## src/rtl/bitsync_pkg.sv

```systemverilog
`timescale 1ns/1ps
package bitsync_pkg;

  localparam int unsigned OVERSAMPLE_DEFAULT  = 16;
  localparam int unsigned SYNC_STAGES_DEFAULT = 2;
  localparam int unsigned RST_STAGES_DEFAULT  = 2;

  // Width of a counter holding 0 .. n-1
  function automatic int unsigned phase_bits(input int unsigned n);
    return (n < 2) ? 1 : $clog2(n);
  endfunction

endpackage

```

## src/rtl/bitsync_rst_sync.sv

```systemverilog
`timescale 1ns/1ps
module bitsync_rst_sync #(
  parameter int unsigned STAGES = 2
) (
  input  logic clk,
  input  logic arst_n,
  output logic rst_n_o
);

  logic [STAGES-1:0] chain_q;
  logic [STAGES-1:0] chain_d;

  always_comb begin
    chain_d = {chain_q[STAGES-2:0], 1'b1};
  end

  always_ff @(posedge clk or negedge arst_n) begin
    if (!arst_n) begin
      chain_q <= '0;
    end else begin
      chain_q <= chain_d;
    end
  end

  assign rst_n_o = chain_q[STAGES-1];

endmodule

```

## src/rtl/bitsync_edge_det.sv

```systemverilog
`timescale 1ns/1ps
module bitsync_edge_det #(
  parameter int unsigned STAGES = 2
) (
  input  logic clk,
  input  logic rst_n,
  input  logic tick,
  input  logic din,
  output logic data_sync,
  output logic edge_seen
);

  logic [STAGES-1:0] meta_q;

  generate
    for (genvar i = 0; i < STAGES; i++) begin : g_stage
      if (i == 0) begin : g_first
        always_ff @(posedge clk or negedge rst_n) begin
          if (!rst_n) meta_q[0] <= 1'b0;
          else        meta_q[0] <= din;
        end
      end else begin : g_next
        always_ff @(posedge clk or negedge rst_n) begin
          if (!rst_n) meta_q[i] <= 1'b0;
          else        meta_q[i] <= meta_q[i-1];
        end
      end
    end
  endgenerate

  assign data_sync = meta_q[STAGES-1];

  // level seen at the previous tick
  logic last_q;
  logic last_d;

  always_comb begin
    last_d = last_q;
    if (tick) last_d = data_sync;
  end

  always_ff @(posedge clk or negedge rst_n) begin
    if (!rst_n) last_q <= 1'b0;
    else        last_q <= last_d;
  end

  assign edge_seen = tick && (data_sync != last_q);

endmodule

```

## src/rtl/bitsync_phase_ctr.sv

```systemverilog
`timescale 1ns/1ps
module bitsync_phase_ctr #(
  parameter int unsigned OVERSAMPLE = 16,
  parameter bit          ALIGN_EN   = 1'b1,
  localparam int unsigned PW        = bitsync_pkg::phase_bits(OVERSAMPLE)
) (
  input  logic          clk,
  input  logic          rst_n,
  input  logic          tick,
  input  logic          align,
  output logic [PW-1:0] phase_o,
  output logic          high_o
);

  localparam logic [PW-1:0] LAST = PW'(OVERSAMPLE - 1);
  localparam logic [PW-1:0] HALF = PW'(OVERSAMPLE / 2);

  logic [PW-1:0] phase_q;
  logic [PW-1:0] phase_d;
  logic          align_eff;

  assign align_eff = ALIGN_EN ? align : 1'b0;

  always_comb begin
    phase_d = phase_q;
    if (tick) begin
      if (align_eff)            phase_d = '0;
      else if (phase_q == LAST) phase_d = '0;
      else                      phase_d = phase_q + 1'b1;
    end
  end

  always_ff @(posedge clk or negedge rst_n) begin
    if (!rst_n) phase_q <= '0;
    else        phase_q <= phase_d;
  end

  assign phase_o = phase_q;
  assign high_o  = (phase_q < HALF);

endmodule

```

## src/rtl/bitsync_sampler.sv

```systemverilog
`timescale 1ns/1ps
module bitsync_sampler #(
  parameter int unsigned PW         = 4,
  parameter int unsigned FALL_PHASE = 7
) (
  input  logic          clk,
  input  logic          rst_n,
  input  logic          tick,
  input  logic [PW-1:0] phase,
  input  logic          din,
  output logic          dout
);

  logic capture;
  logic data_q;
  logic data_d;

  assign capture = tick && (phase == PW'(FALL_PHASE));

  always_comb begin
    data_d = data_q;
    if (capture) data_d = din;
  end

  always_ff @(posedge clk or negedge rst_n) begin
    if (!rst_n) data_q <= 1'b0;
    else        data_q <= data_d;
  end

  assign dout = data_q;

endmodule

```

## src/rtl/bitsync_dpll.sv

```systemverilog
`timescale 1ns/1ps
module bitsync_dpll #(
  parameter int unsigned OVERSAMPLE  = bitsync_pkg::OVERSAMPLE_DEFAULT,
  parameter int unsigned SYNC_STAGES = bitsync_pkg::SYNC_STAGES_DEFAULT,
  parameter int unsigned RST_STAGES  = bitsync_pkg::RST_STAGES_DEFAULT
) (
  input  logic clk,
  input  logic rst_n,
  input  logic tick_16x,
  input  logic rx_data_in,
  input  logic free_run,
  output logic sync_clk_o,
  output logic rx_data_o
);

  localparam int unsigned PW         = bitsync_pkg::phase_bits(OVERSAMPLE);
  localparam int unsigned FALL_PHASE = OVERSAMPLE / 2 - 1;

  logic          rst_int_n;
  logic          data_sync;
  logic          edge_seen;
  logic          loop_align;
  logic [PW-1:0] loop_phase;
  logic [PW-1:0] ref_phase;
  logic [PW-1:0] sel_phase;
  logic          loop_high;
  logic          ref_high;

  bitsync_rst_sync #(.STAGES(RST_STAGES)) u_rst (
    .clk     (clk),
    .arst_n  (rst_n),
    .rst_n_o (rst_int_n)
  );

  bitsync_edge_det #(.STAGES(SYNC_STAGES)) u_edge (
    .clk       (clk),
    .rst_n     (rst_int_n),
    .tick      (tick_16x),
    .din       (rx_data_in),
    .data_sync (data_sync),
    .edge_seen (edge_seen)
  );

  assign loop_align = edge_seen && !free_run;

  bitsync_phase_ctr #(.OVERSAMPLE(OVERSAMPLE), .ALIGN_EN(1'b1)) u_loop (
    .clk     (clk),
    .rst_n   (rst_int_n),
    .tick    (tick_16x),
    .align   (loop_align),
    .phase_o (loop_phase),
    .high_o  (loop_high)
  );

  bitsync_phase_ctr #(.OVERSAMPLE(OVERSAMPLE), .ALIGN_EN(1'b0)) u_ref (
    .clk     (clk),
    .rst_n   (rst_int_n),
    .tick    (tick_16x),
    .align   (1'b0),
    .phase_o (ref_phase),
    .high_o  (ref_high)
  );

  assign sel_phase  = free_run ? ref_phase : loop_phase;
  assign sync_clk_o = free_run ? ref_high  : loop_high;

  bitsync_sampler #(.PW(PW), .FALL_PHASE(FALL_PHASE)) u_samp (
    .clk   (clk),
    .rst_n (rst_int_n),
    .tick  (tick_16x),
    .phase (sel_phase),
    .din   (data_sync),
    .dout  (rx_data_o)
  );

endmodule

```

## config.mk

```make
export PLATFORM = sky130hd
export DESIGN_NAME = bitsync_dpll
export DESIGN_NICKNAME = d
export VERILOG_FILES = /design/src/rtl/bitsync_pkg.sv /design/src/rtl/bitsync_rst_sync.sv /design/src/rtl/bitsync_edge_det.sv /design/src/rtl/bitsync_phase_ctr.sv /design/src/rtl/bitsync_sampler.sv /design/src/rtl/bitsync_dpll.sv
export SDC_FILE = /design/constraint.sdc
export NUM_CORES = 1
export LEC_CHECK = 0
export BUFFER_PORTS_ARGS = -buffer_cell sky130_fd_sc_hd__buf_2
export CAP_MARGIN = 30
export CORE_AREA = 2 2 39 41
export DETAILED_ROUTE_END_ITERATION = 8
export DIE_AREA = 0 0 41 43
export GPL_ROUTABILITY_DRIVEN = 0
export PLACE_DENSITY = 0.8
export SLEW_MARGIN = 20
export SYNTH_ARGS = -nofsm -noshare
export SYNTH_HDL_FRONTEND = slang
export SYNTH_SLANG_ARGS = --single-unit
```

## constraint.sdc

```tcl
create_clock -name clk -period 0.8 [get_ports clk]
set_input_delay 0.04 -clock clk [delete_from_list [all_inputs] [get_ports clk]]
set_output_delay 0.04 -clock clk [all_outputs]
set_load 0.02 [all_outputs]
```

==> qor.csv, run 1 <==
stage;metric;value;unit
status;status;complete, but fails checks;
status;failing checks;negative setup slack;
timing;fin crit share;149;%
yosys;Synth Net Count;63;
critical_path;Req. time, crit path;0.95;ns
cells_and_area;FF/Latch Area;350;um^2
yosys;cell taking the most area after synthesis;dfrtp_1;
routing;DRC viols;0;
power_and_ir_drop;pwr dens;3160;mW/mm^2
yosys;Post-Synth Adder-Cell Area;3.74;%
yosys;#FFs+latches synth;14;
critical_path;highest-delay cell along the critical path;dfrtp_1;
clocking;CTS HTree Levels;1;
floorplanning;chip height;43;um
placement;pre-CTS setup slack;-0.381;ns
routing;vias per cell;5.29;
yosys;Syn Std Cell Area;669;um^2
clocking;CTS buffer count;3;
critical_path;Critical Path Max Stage Delay;0.38;ns
power_and_ir_drop;sequential share of power;33.7;%
timing;worst clock skew;0.00260;ns
power_and_ir_drop;part of the power in combinational logic;51.3;%
placement;IO buf count;6;
power_and_ir_drop;maximum VDD drop;2160;uV
clocking;clk_lat worst skew;0.27;ns
grt;total track usage;19.6;%
routing;DR WL met2;856;um
cells_and_area;fill count;98;
yosys;simple-gate area share of the yosys netlist;12.7;%
cells_and_area;commonest non-fill, non-tap cell in the layout;dfrtp_1;
yosys;post-synthesis compound-gate area fraction;12.7;%
power_and_ir_drop;leakage power;0.478;nW
cells_and_area;final-stage net count;91;
routing;post-route ant nets;0;
critical_path;Worst EP arrival;1.35;ns
grt;largest net degree at the start of global routing;13;
routing;metal3 WL;30;um
timing;Fin Hold WS;0.0709;ns
timing;Final Critical Period;1.20;ns
floorplanning;Die Wd;41;um
cells_and_area;ANT cells;0;
floorplanning;Rows;14;
routing;wl on met1;612;um
clocking;Num Clock Sinks;14;
clocking;Clock Path Buffers;2;
timing;final setup violating endpoints;12;
cells_and_area;Multi-input gate area;372;um^2
yosys;post-synthesis mux area share;10.5;%
floorplanning;core area;0.00138;mm^2
power_and_ir_drop;Switch Pwr;0.00109;W
yosys;Yosys top cell area share;52.3;%
grt;number of global-route vias before repair;541;
placement;Post-DP Area;847;um^2
yosys;dominant cells by area after synthesis;dfrtp_1 (52%), ha_1 (3.7%), mux2_1 (3.4%), mux2i_4 (3.4%), o211ai_1 (3.4%);
power_and_ir_drop;sw frac;33.6;%
critical_path;Crit Path Class;register to register;
power_and_ir_drop;Internal;0.00215;W
critical_path;worst-path cell chain;buf_4 > ha_4 > and3b_1 > o22ai_2 > o21ai_1;
cells_and_area;share of cells above drive strength 1;55.4;%
yosys;Syn Area/Cell;12.0;um^2
hold_path;Min-Delay Path Class;input pin to asynchronous set/reset pin;
cells_and_area;Layout area overhead;52.7;%
floorplanning;Ports;7;
timing;number of hold violations in the final report;0;
routing;uppermost layer routed;met4;
yosys;largest family of logic cells by synthesized area;compound AO/OA/AOI/OAI gates;
timing;RSZ-0062 raised after global routing;true;
run;max cap viols;0;
placement;DP HPWL;1.02;mm
yosys;post-synthesis xor/xnor area fraction;2.62;%
grt;global-route wire length before repair;2.26;mm
grt;grt ovf;0;
clocking;clk slew on worst S/H paths;0.08;ns
grt;antenna violations before repair;0;
timing;Pins Over Slew Limit;0;
routing;first drt pass iteration count;4;
routing;Detailed Route WL;1.50;mm
critical_path;startpoint type of the worst setup path;register;
timing;setup slack after layout;-0.395;ns
cells_and_area;leading cell types in the layout, fill and taps excluded;dfrtp_1 (14), buf_4 (11), buf_6 (8), o21ai_1 (4), buf_2 (4);
clocking;CTS tree;yes;
floorplanning;Initial Util;48.4;%
yosys;Unique masters post-synth;26;
routing;vias;524;
yosys;post-synthesis cell count;56;
power_and_ir_drop;clock group share of total power;15.0;%
yosys;sequential share of the synthesized area;52.3;%
routing;Iter 0 DRT Violations;1;
floorplanning;Die Area;0.00176;mm^2
cells_and_area;Design Area, Final;0.00102;mm^2
routing;per-cell routed wire length;15.2;um
yosys;Syn. warnings;0;
timing;f_max;837;MHz
critical_path;endpoint type of the worst setup path;register;
clocking;Root Buffer;clkbuf_4;
critical_path;Crit Path Max Fanout;4;
==> synthesized netlist by cell type (all sizes together) <==
library cell / number
dfrtp: 14
o21ai: 5
nand3: 4
o211ai: 4
buf: 3
inv: 3
mux2: 3
a21oi: 2
and4b: 2
ha: 2
mux2i: 2
nand2: 2
xnor2: 2
and3b: 1
and4: 1
conb: 1
nand2b: 1
nand4: 1
nor2b: 1
o221ai: 1
o22ai: 1
==> critical path, delay by kind of cell, from the launching register on <==
kind                       cells  cell delay [ns]
DFF                            1             0.38
adders and majority gates      1             0.17
AOI/OAI and AO/OA              2             0.19
and+or+nand+nor                1             0.18
buffers and inverters          1             0.15
==> routing by layer <==
layer | GRT usage, % | up-vias
met4 | 10.0 | 0
met2 | 33.1 | 5
li1 | - | 258
met1 | 21.7 | 259
met3 | 3.66 | 2
met5 | 0 | -
==> per-stage QoR <==
stage	instances	TNS (ns)	utilization [%]	power [W]
2_1_floorplan	56	-1.53	-	0.00172
3_3_place_gp	91	-2.57	61.2	0.00222
3_5_place_dp	91	-2.92	61.2	0.00229
4_1_cts	99	-2.92	71.9	0.00314
5_1_grt	99	-3.44	73.9	0.00344
6_report	99	-2.96	73.9	0.00323
==> registers in the layout, summed over array words and instances, names as in the netlist <==
register / flops
u_loop.phase_o: 4
u_ref.phase_o: 4
u_rst.chain_q: 2
u_edge.data_sync: 1
u_edge.last_q: 1
u_edge.meta_q: 1
u_samp.dout: 1
==> power groups by stage <==
| stage | Combinational (W) | Clock (W) | Sequential, W |
|---|---|---|---|
| detailed placement | 0.00122 | 0 | 0.00107 |
| finish | 0.00166 | 0.000485 | 0.00109 |
| global placement | 0.00117 | 0 | 0.00105 |
| global route | 0.00178 | 0.000552 | 0.00111 |
| floorplan | 0.000551 | 0 | 0.00117 |
| CTS | 0.00156 | 0.000500 | 0.00108 |
==> final timing paths <==
| path | endpoint | startpoint | slack, ns | cells past startpoint |
|---|---|---|---|---|
| setup / recovery | u_loop.phase_o[2] | u_loop.phase_o[0] | -0.40 | 5 |
| hold / removal | u_rst.chain_q[0] | rst_n | 0.07 | 2 |
| setup reg to reg | u_loop.phase_o[2] | u_loop.phase_o[0] | -0.40 | 5 |
| hold reg to reg | u_edge.last_q | u_rst.chain_q[1] | 0.16 | 1 |
| max in group asynchronous | u_ref.phase_o[1] | u_rst.chain_q[1] | 0.49 | 1 |
| min in group clk | u_edge.last_q | tick_16x | 0.14 | 2 |
==> kinds of logic after synthesis <==
kind of cell,Yosys count
AOI/OAI and AO/OA,13
xor gates and xnor gates,2
adders and majority gates,2
buffers and inverters,6
DFF,14
muxes,5
other,1
and+or+nand+nor,13
==> repair_timing <==
item | in CTS | in global routing
hold buffers | 2 | 0
endpoints found under the setup margin | 12 | 12
gates cloned | 0 | 0
gates resized for setup | 19 | 6
endpoints found under the hold margin | 3 | 0
pin swaps | 12 | 5
setup buffers | 2 | 1
==> layout make-up <==
| class | count | area share [%] |
|---|---|---|
| Multi-Input combinational cell | 36 | 36.4 |
| Sequential cell | 14 | 34.3 |
| Timing Repair Buffer | 26 | 22.8 |
| Clock buffer | 4 | 3.55 |
| Tap cell | 16 | 1.96 |
| Inverter | 3 | 1.10 |
(Power assumes the default switching activity.)
==> inputs of run 2 (changes only) <==
Clock period 0.8 ns to 1.3 ns, I/O delays scaled along.
==> qor.csv, run 2 (synthesis results as in run 1) <==
stage;metric;value;unit;change
timing;number of hold violations in the final report;0;;unchanged
power_and_ir_drop;Internal;0.000991;W;-54%
timing;final setup violating endpoints;0;;-12
power_and_ir_drop;clock group share of total power;20.4;%;+5.4 points
timing;Fin Hold WS;0.0939;ns;+0.0231 ns
grt;total track usage;15.4;%;-4.2 points
timing;Final Critical Period;1.25;ns;+0.0523 ns
floorplanning;Initial Util;48.4;%;unchanged
placement;DP HPWL;779;um;-24%
power_and_ir_drop;sw frac;33.4;%;-0.16 points
critical_path;delay-heaviest family, CP;flip-flops;;
routing;vias per cell;5.39;;+1.9%
placement;IO buf count;6;;unchanged
timing;f_max;801;MHz;-4.2%
power_and_ir_drop;maximum VDD drop;934;uV;-57%
grt;global-route wire length before repair;1.75;mm;-23%
power_and_ir_drop;sequential share of power;47.0;%;+13 points
floorplanning;Ports;7;;unchanged
placement;Post-DP Area;721;um^2;-15%
grt;largest net degree at the start of global routing;17;;+4
critical_path;Crit Path Max Fanout;5;;+1
critical_path;Worst EP arrival;1.42;ns;+0.07 ns
routing;Detailed Route WL;1.05;mm;-30%
timing;Pins Over Slew Limit;0;;unchanged
critical_path;worst-path cell chain;and4b_1 > o211ai_2 > mux2_4;;
grt;grt ovf;0;;unchanged
cells_and_area;final-stage net count;76;;-16%
clocking;CTS buffer count;3;;unchanged
power_and_ir_drop;Switch Pwr;0.000498;W;-54%
floorplanning;Die Area;0.00176;mm^2;unchanged
clocking;Root Buffer;clkbuf_4;;
cells_and_area;Layout area overhead;16.1;%;
clocking;CTS HTree Levels;1;;unchanged
clocking;Clock Path Buffers;2;;unchanged
floorplanning;Die Wd;41;um;unchanged
power_and_ir_drop;leakage power;0.354;nW;-26%
clocking;# Post-CTS Setup Buffers;0;;-2
critical_path;startpoint type of the worst setup path;register;;
power_and_ir_drop;pwr dens;1920;mW/mm^2;-39%
floorplanning;core area;0.00138;mm^2;unchanged
cells_and_area;share of cells above drive strength 1;25.0;%;-30 points
power_and_ir_drop;part of the power in combinational logic;32.6;%;-19 points
run;max cap viols;0;;unchanged
critical_path;highest-delay cell along the critical path;dfrtp_1;;
routing;Iter 0 DRT Violations;2;;+1
routing;first drt pass iteration count;4;;unchanged
power_and_ir_drop;overall power;0.00149;W;-54%
critical_path;Req. time, crit path;1.47;ns;+0.52 ns
floorplanning;chip height;43;um;unchanged
critical_path;Critical Path Max Stage Delay;0.42;ns;+0.04 ns
hold_path;Min-Delay Path Class;input pin to asynchronous set/reset pin;;
routing;per-cell routed wire length;12.5;um;-18%
grt;antenna violations before repair;0;;unchanged
cells_and_area;ANT cells;0;;unchanged
floorplanning;Rows;14;;unchanged
critical_path;endpoint type of the worst setup path;register;;
placement;pre-CTS setup slack;0.0648;ns;+0.446 ns
clocking;clk_lat worst skew;0.28;ns;about the same
cells_and_area;commonest non-fill, non-tap cell in the layout;dfrtp_1;;
critical_path;Crit Path Class;register to register;;
clocking;Num Clock Sinks;14;;unchanged
timing;RSZ-0062 raised after global routing;false;;
timing;setup slack after layout;0.0523;ns;+0.448 ns
cells_and_area;Design Area, Final;777;um^2;-24%
clocking;clk slew on worst S/H paths;0.08;ns;about the same
timing;worst clock skew;0.00221;ns;-0.000390 ns
clocking;CTS tree;yes;;
routing;DRC viols;0;;unchanged
routing;post-route ant nets;0;;unchanged
timing;fin crit share;96.0;%;-53 points
critical_path;Worst Path Buf+Inv;0;;-1
timing;setup TNS;0;ns;+2.96 ns
status;status;finished, final reports clean;;
cells_and_area;leading cell types in the layout, fill and taps excluded;dfrtp_1 (14), buf_2 (6), o21ai_1 (4), nand3_1 (4);;
grt;number of global-route vias before repair;444;;-18%
routing;vias;453;;-14%
-- run 2: cell count changes in the layout (fill, tap and decap cells not counted), moves of 3 or more --
cell / delta
nand3_2: -3
buf_6: -8
buf_4: -8
nand3_1: +3
-- run 2: cell type report --
type                    count  area (um^2)
clock buffers               4         36.3
fillers                   125          607
inverters                   3         11.3
multi-input cells          36          287
flip-flops and latches     14          350
well taps                  16         20.0
repair buffers             11         72.6
-- run 2: path summary, 6_finish.rpt --
path	from	endpoint	slack, ns	cells past startpoint
setup / recovery	u_loop.phase_o[1]	u_samp.dout	0.05	3
hold / removal	rst_n	u_rst.chain_q[0]	0.09	2
setup reg to reg	u_loop.phase_o[1]	u_samp.dout	0.05	3
hold reg to reg	u_rst.chain_q[1]	u_loop.phase_o[1]	0.19	0
max in group asynchronous	u_rst.chain_q[1]	u_samp.dout	0.79	0
min in group clk	tick_16x	u_ref.phase_o[0]	0.16	3
-- run 2: worst reg2reg max path: cells and delay by family (launching register included) --
kind             cells  cell delay [ns]
AND/OR/NAND/NOR      1             0.23
flip-flops           1             0.42
AO/OA/AOI/OAI        1             0.18
multiplexers         1             0.31
-- run 2: what timing repair did --
action,in CTS,in global routing
hold endpoints to repair,3,0
resized for setup,0,0
hold buffers,2,0
-- run 2: through the flow --
step,instances,util (%)
finish,84,56.1
global route,84,56.1
detailed placement,78,52.1
global placement,78,52.1
CTS,84,56.1
floorplan,56,-
-- run 2: power by group through the flow --
stage | Combinational, W | Clock [W] | Sequential (W)
after floorplan | 0.000312 | 0 | 0.000715
after global placement | 0.000476 | 0 | 0.000699
after detailed placement | 0.000487 | 0 | 0.000709
after CTS | 0.000492 | 0.000317 | 0.000701
after global routing | 0.000545 | 0.000341 | 0.000721
final | 0.000486 | 0.000304 | 0.000700
-- run 2: layer usage --
metal  up-vias  global-route usage [%]  share of wire [%]
li1        231                       -                  -
met1       211                    18.7                 43
met2         8                    22.5                 51
met3         3                    3.14                2.6
met4         0                    12.0                2.9
met5         -                       0                  0
==> inputs of run 3 (changes only) <==
Settings changed: BUFFER_PORTS_ARGS -buffer_cell sky130_fd_sc_hd__buf_2 to -buffer_cell sky130_fd_sc_hd__buf_4.
==> qor.csv, run 3 (synthesis results as in run 1) <==
stage;metric;value;unit;change
status;status;finished, final reports clean;;
routing;per-cell routed wire length;15.0;um;+20%
grt;total track usage;18.4;%;+3.0 points
run;max cap viols;0;;unchanged
grt;grt ovf;0;;unchanged
critical_path;delay-heaviest family, CP;flip-flops;;
routing;first drt pass iteration count;3;;-1
routing;post-route ant nets;0;;unchanged
power_and_ir_drop;maximum VDD drop;1240;uV;+32%
routing;Iter 0 DRT Violations;7;;+5
critical_path;endpoint type of the worst setup path;register;;
placement;DP HPWL;905;um;+16%
timing;final setup violating endpoints;0;;unchanged
timing;RSZ-0062 raised after global routing;false;;
grt;grt met2 use;28.4;%;+5.9 points
power_and_ir_drop;sw frac;35.0;%;+1.6 points
timing;setup TNS;0;ns;unchanged
clocking;CTS HTree Levels;1;;unchanged
timing;number of hold violations in the final report;0;;unchanged
routing;vias;485;;+7.1%
clocking;Clock Path Buffers;2;;unchanged
critical_path;Crit Path Max Fanout;5;;unchanged
hold_path;Min-Delay Path Class;input pin to asynchronous set/reset pin;;
timing;Pins Over Slew Limit;0;;unchanged
cells_and_area;share of cells above drive strength 1;26.1;%;+1.1 points
clocking;Num Clock Sinks;14;;unchanged
cells_and_area;leading cell types in the layout, fill and taps excluded;dfrtp_1 (14), buf_4 (11), o21ai_1 (4), nand3_1 (4);;
floorplanning;core area;0.00138;mm^2;unchanged
floorplanning;Rows;14;;unchanged
critical_path;Worst EP arrival;1.41;ns;about the same
routing;DRC viols;0;;unchanged
critical_path;highest-delay cell along the critical path;dfrtp_1;;
cells_and_area;final-stage net count;78;;+2.6%
power_and_ir_drop;Switch Pwr;0.000534;W;+7.3%
grt;global-route wire length before repair;2.07;mm;+18%
grt;GR Layer Usage met1;21.1;%;+2.3 points
floorplanning;Die Area;0.00176;mm^2;unchanged
power_and_ir_drop;leakage power;0.363;nW;+2.4%
floorplanning;chip height;43;um;unchanged
routing;vias per cell;5.71;;+5.8%
cells_and_area;ANT cells;0;;unchanged
timing;fin crit share;95.3;%;-0.66 points
power_and_ir_drop;part of the power in combinational logic;37.8;%;+5.2 points
critical_path;Crit Path Class;register to register;;
power_and_ir_drop;clock group share of total power;15.7;%;-4.7 points
critical_path;Worst Path Buf+Inv;0;;unchanged
clocking;CTS tree;yes;;
floorplanning;Ports;7;;unchanged
critical_path;worst-path cell chain;and4b_1 > o211ai_2 > mux2_4;;
grt;largest net degree at the start of global routing;17;;unchanged
timing;worst clock skew;0.000654;ns;-0.00156 ns
critical_path;Req. time, crit path;1.47;ns;about the same
power_and_ir_drop;overall power;0.00152;W;+2.4%
grt;met3 GRT Util;4.71;%;+1.6 points
critical_path;FF-to-FF setup slack;0.06;ns;about the same
floorplanning;Die Wd;41;um;unchanged
clocking;clk_lat worst skew;0.28;ns;about the same
routing;Detailed Route WL;1.28;mm;+21%
power_and_ir_drop;Internal;0.000991;W;about the same
power_and_ir_drop;pwr dens;1920;mW/mm^2;+0.14%
placement;IO buf count;6;;unchanged
clocking;clk slew on worst S/H paths;0.08;ns;about the same
critical_path;Critical Path Max Stage Delay;0.42;ns;about the same
grt;most used routing layer;met2;;
grt;antenna violations before repair;0;;unchanged
grt;number of global-route vias before repair;467;;+5.2%
clocking;CTS buffer count;3;;unchanged
clocking;Root Buffer;clkbuf_4;;
power_and_ir_drop;sequential share of power;46.5;%;-0.5 points
timing;Final Critical Period;1.24;ns;-0.00859 ns
critical_path;startpoint type of the worst setup path;register;;
cells_and_area;Layout area overhead;18.7;%;
cells_and_area;commonest non-fill, non-tap cell in the layout;dfrtp_1;;
timing;f_max;807;MHz;+0.69%
floorplanning;Initial Util;48.4;%;unchanged
-- run 3: changes by cell type in the layout (fill, tap and decap cells not counted) --
cell / before / now
and4_4: 0 / 1
buf_2: 6 / 0
and4_2: 1 / 0
clkbuf_8: 1 / 0
buf_4: 3 / 11
-- run 3: per-stage QoR --
step	util, %	setup slack [ns]	hold WS [ns]	instances	instance area, um^2
floorplan	-	0.0904	-0.231	56	669
global route	57.4	0.0120	0.106	85	795
detailed placement	53.2	0.0463	-0.152	78	736
CTS	56.2	0.0313	0.0842	83	778
finish	57.4	0.0609	0.0916	85	795
global placement	53.2	0.0766	-0.153	78	736
-- run 3: path summary, 6_finish.rpt --
kind                                   start               end  cells past startpoint
max                        u_loop.phase_o[1]       u_samp.dout                      3
min                                    rst_n  u_rst.chain_q[0]                      2
max reg2reg                u_loop.phase_o[1]       u_samp.dout                      3
min reg2reg                 u_rst.chain_q[1]  u_edge.data_sync                      0
max in group asynchronous   u_rst.chain_q[1]  u_ref.phase_o[2]                      0
min in group clk                    tick_16x  u_ref.phase_o[0]                      2
-- run 3: layer usage --
layer | up-vias | wire [um] | part of all wire, %
met4 | 0 | 25 | 2.0
met3 | 4 | 30 | 2.4
met1 | 245 | 532 | 42
met2 | 7 | 686 | 54
li1 | 229 | - | -
met5 | - | 0 | 0
-- run 3: power groups by stage --
stage | Sequential, W | Combinational [W] | Clock, W
6_report | 0.000709 | 0.000576 | 0.000240
5_1_grt | 0.000726 | 0.000640 | 0.000258
4_1_cts | 0.000704 | 0.000525 | 0.000245
3_5_place_dp | 0.000712 | 0.000518 | 0
3_3_place_gp | 0.000698 | 0.000495 | 0
2_1_floorplan | 0.000715 | 0.000312 | 0
-- run 3: repair_timing --
| item | 4_1_cts | 5_1_grt |
|---|---|---|
| setup buffers | 0 | 2 |
| setup endpoints to repair | 0 | 1 |
| endpoints found under the hold margin | 3 | 0 |
| hold buffers | 2 | 0 |
| gates resized for setup | 0 | 1 |
-- run 3: area by class of cell --
cell class,instances,area (um^2)
clock buffers,3,22.5
fillers,123,589
inverters,3,11.3
multi-input cells,36,288
flip-flops and latches,14,350
well taps,16,20.0
repair buffers,13,103
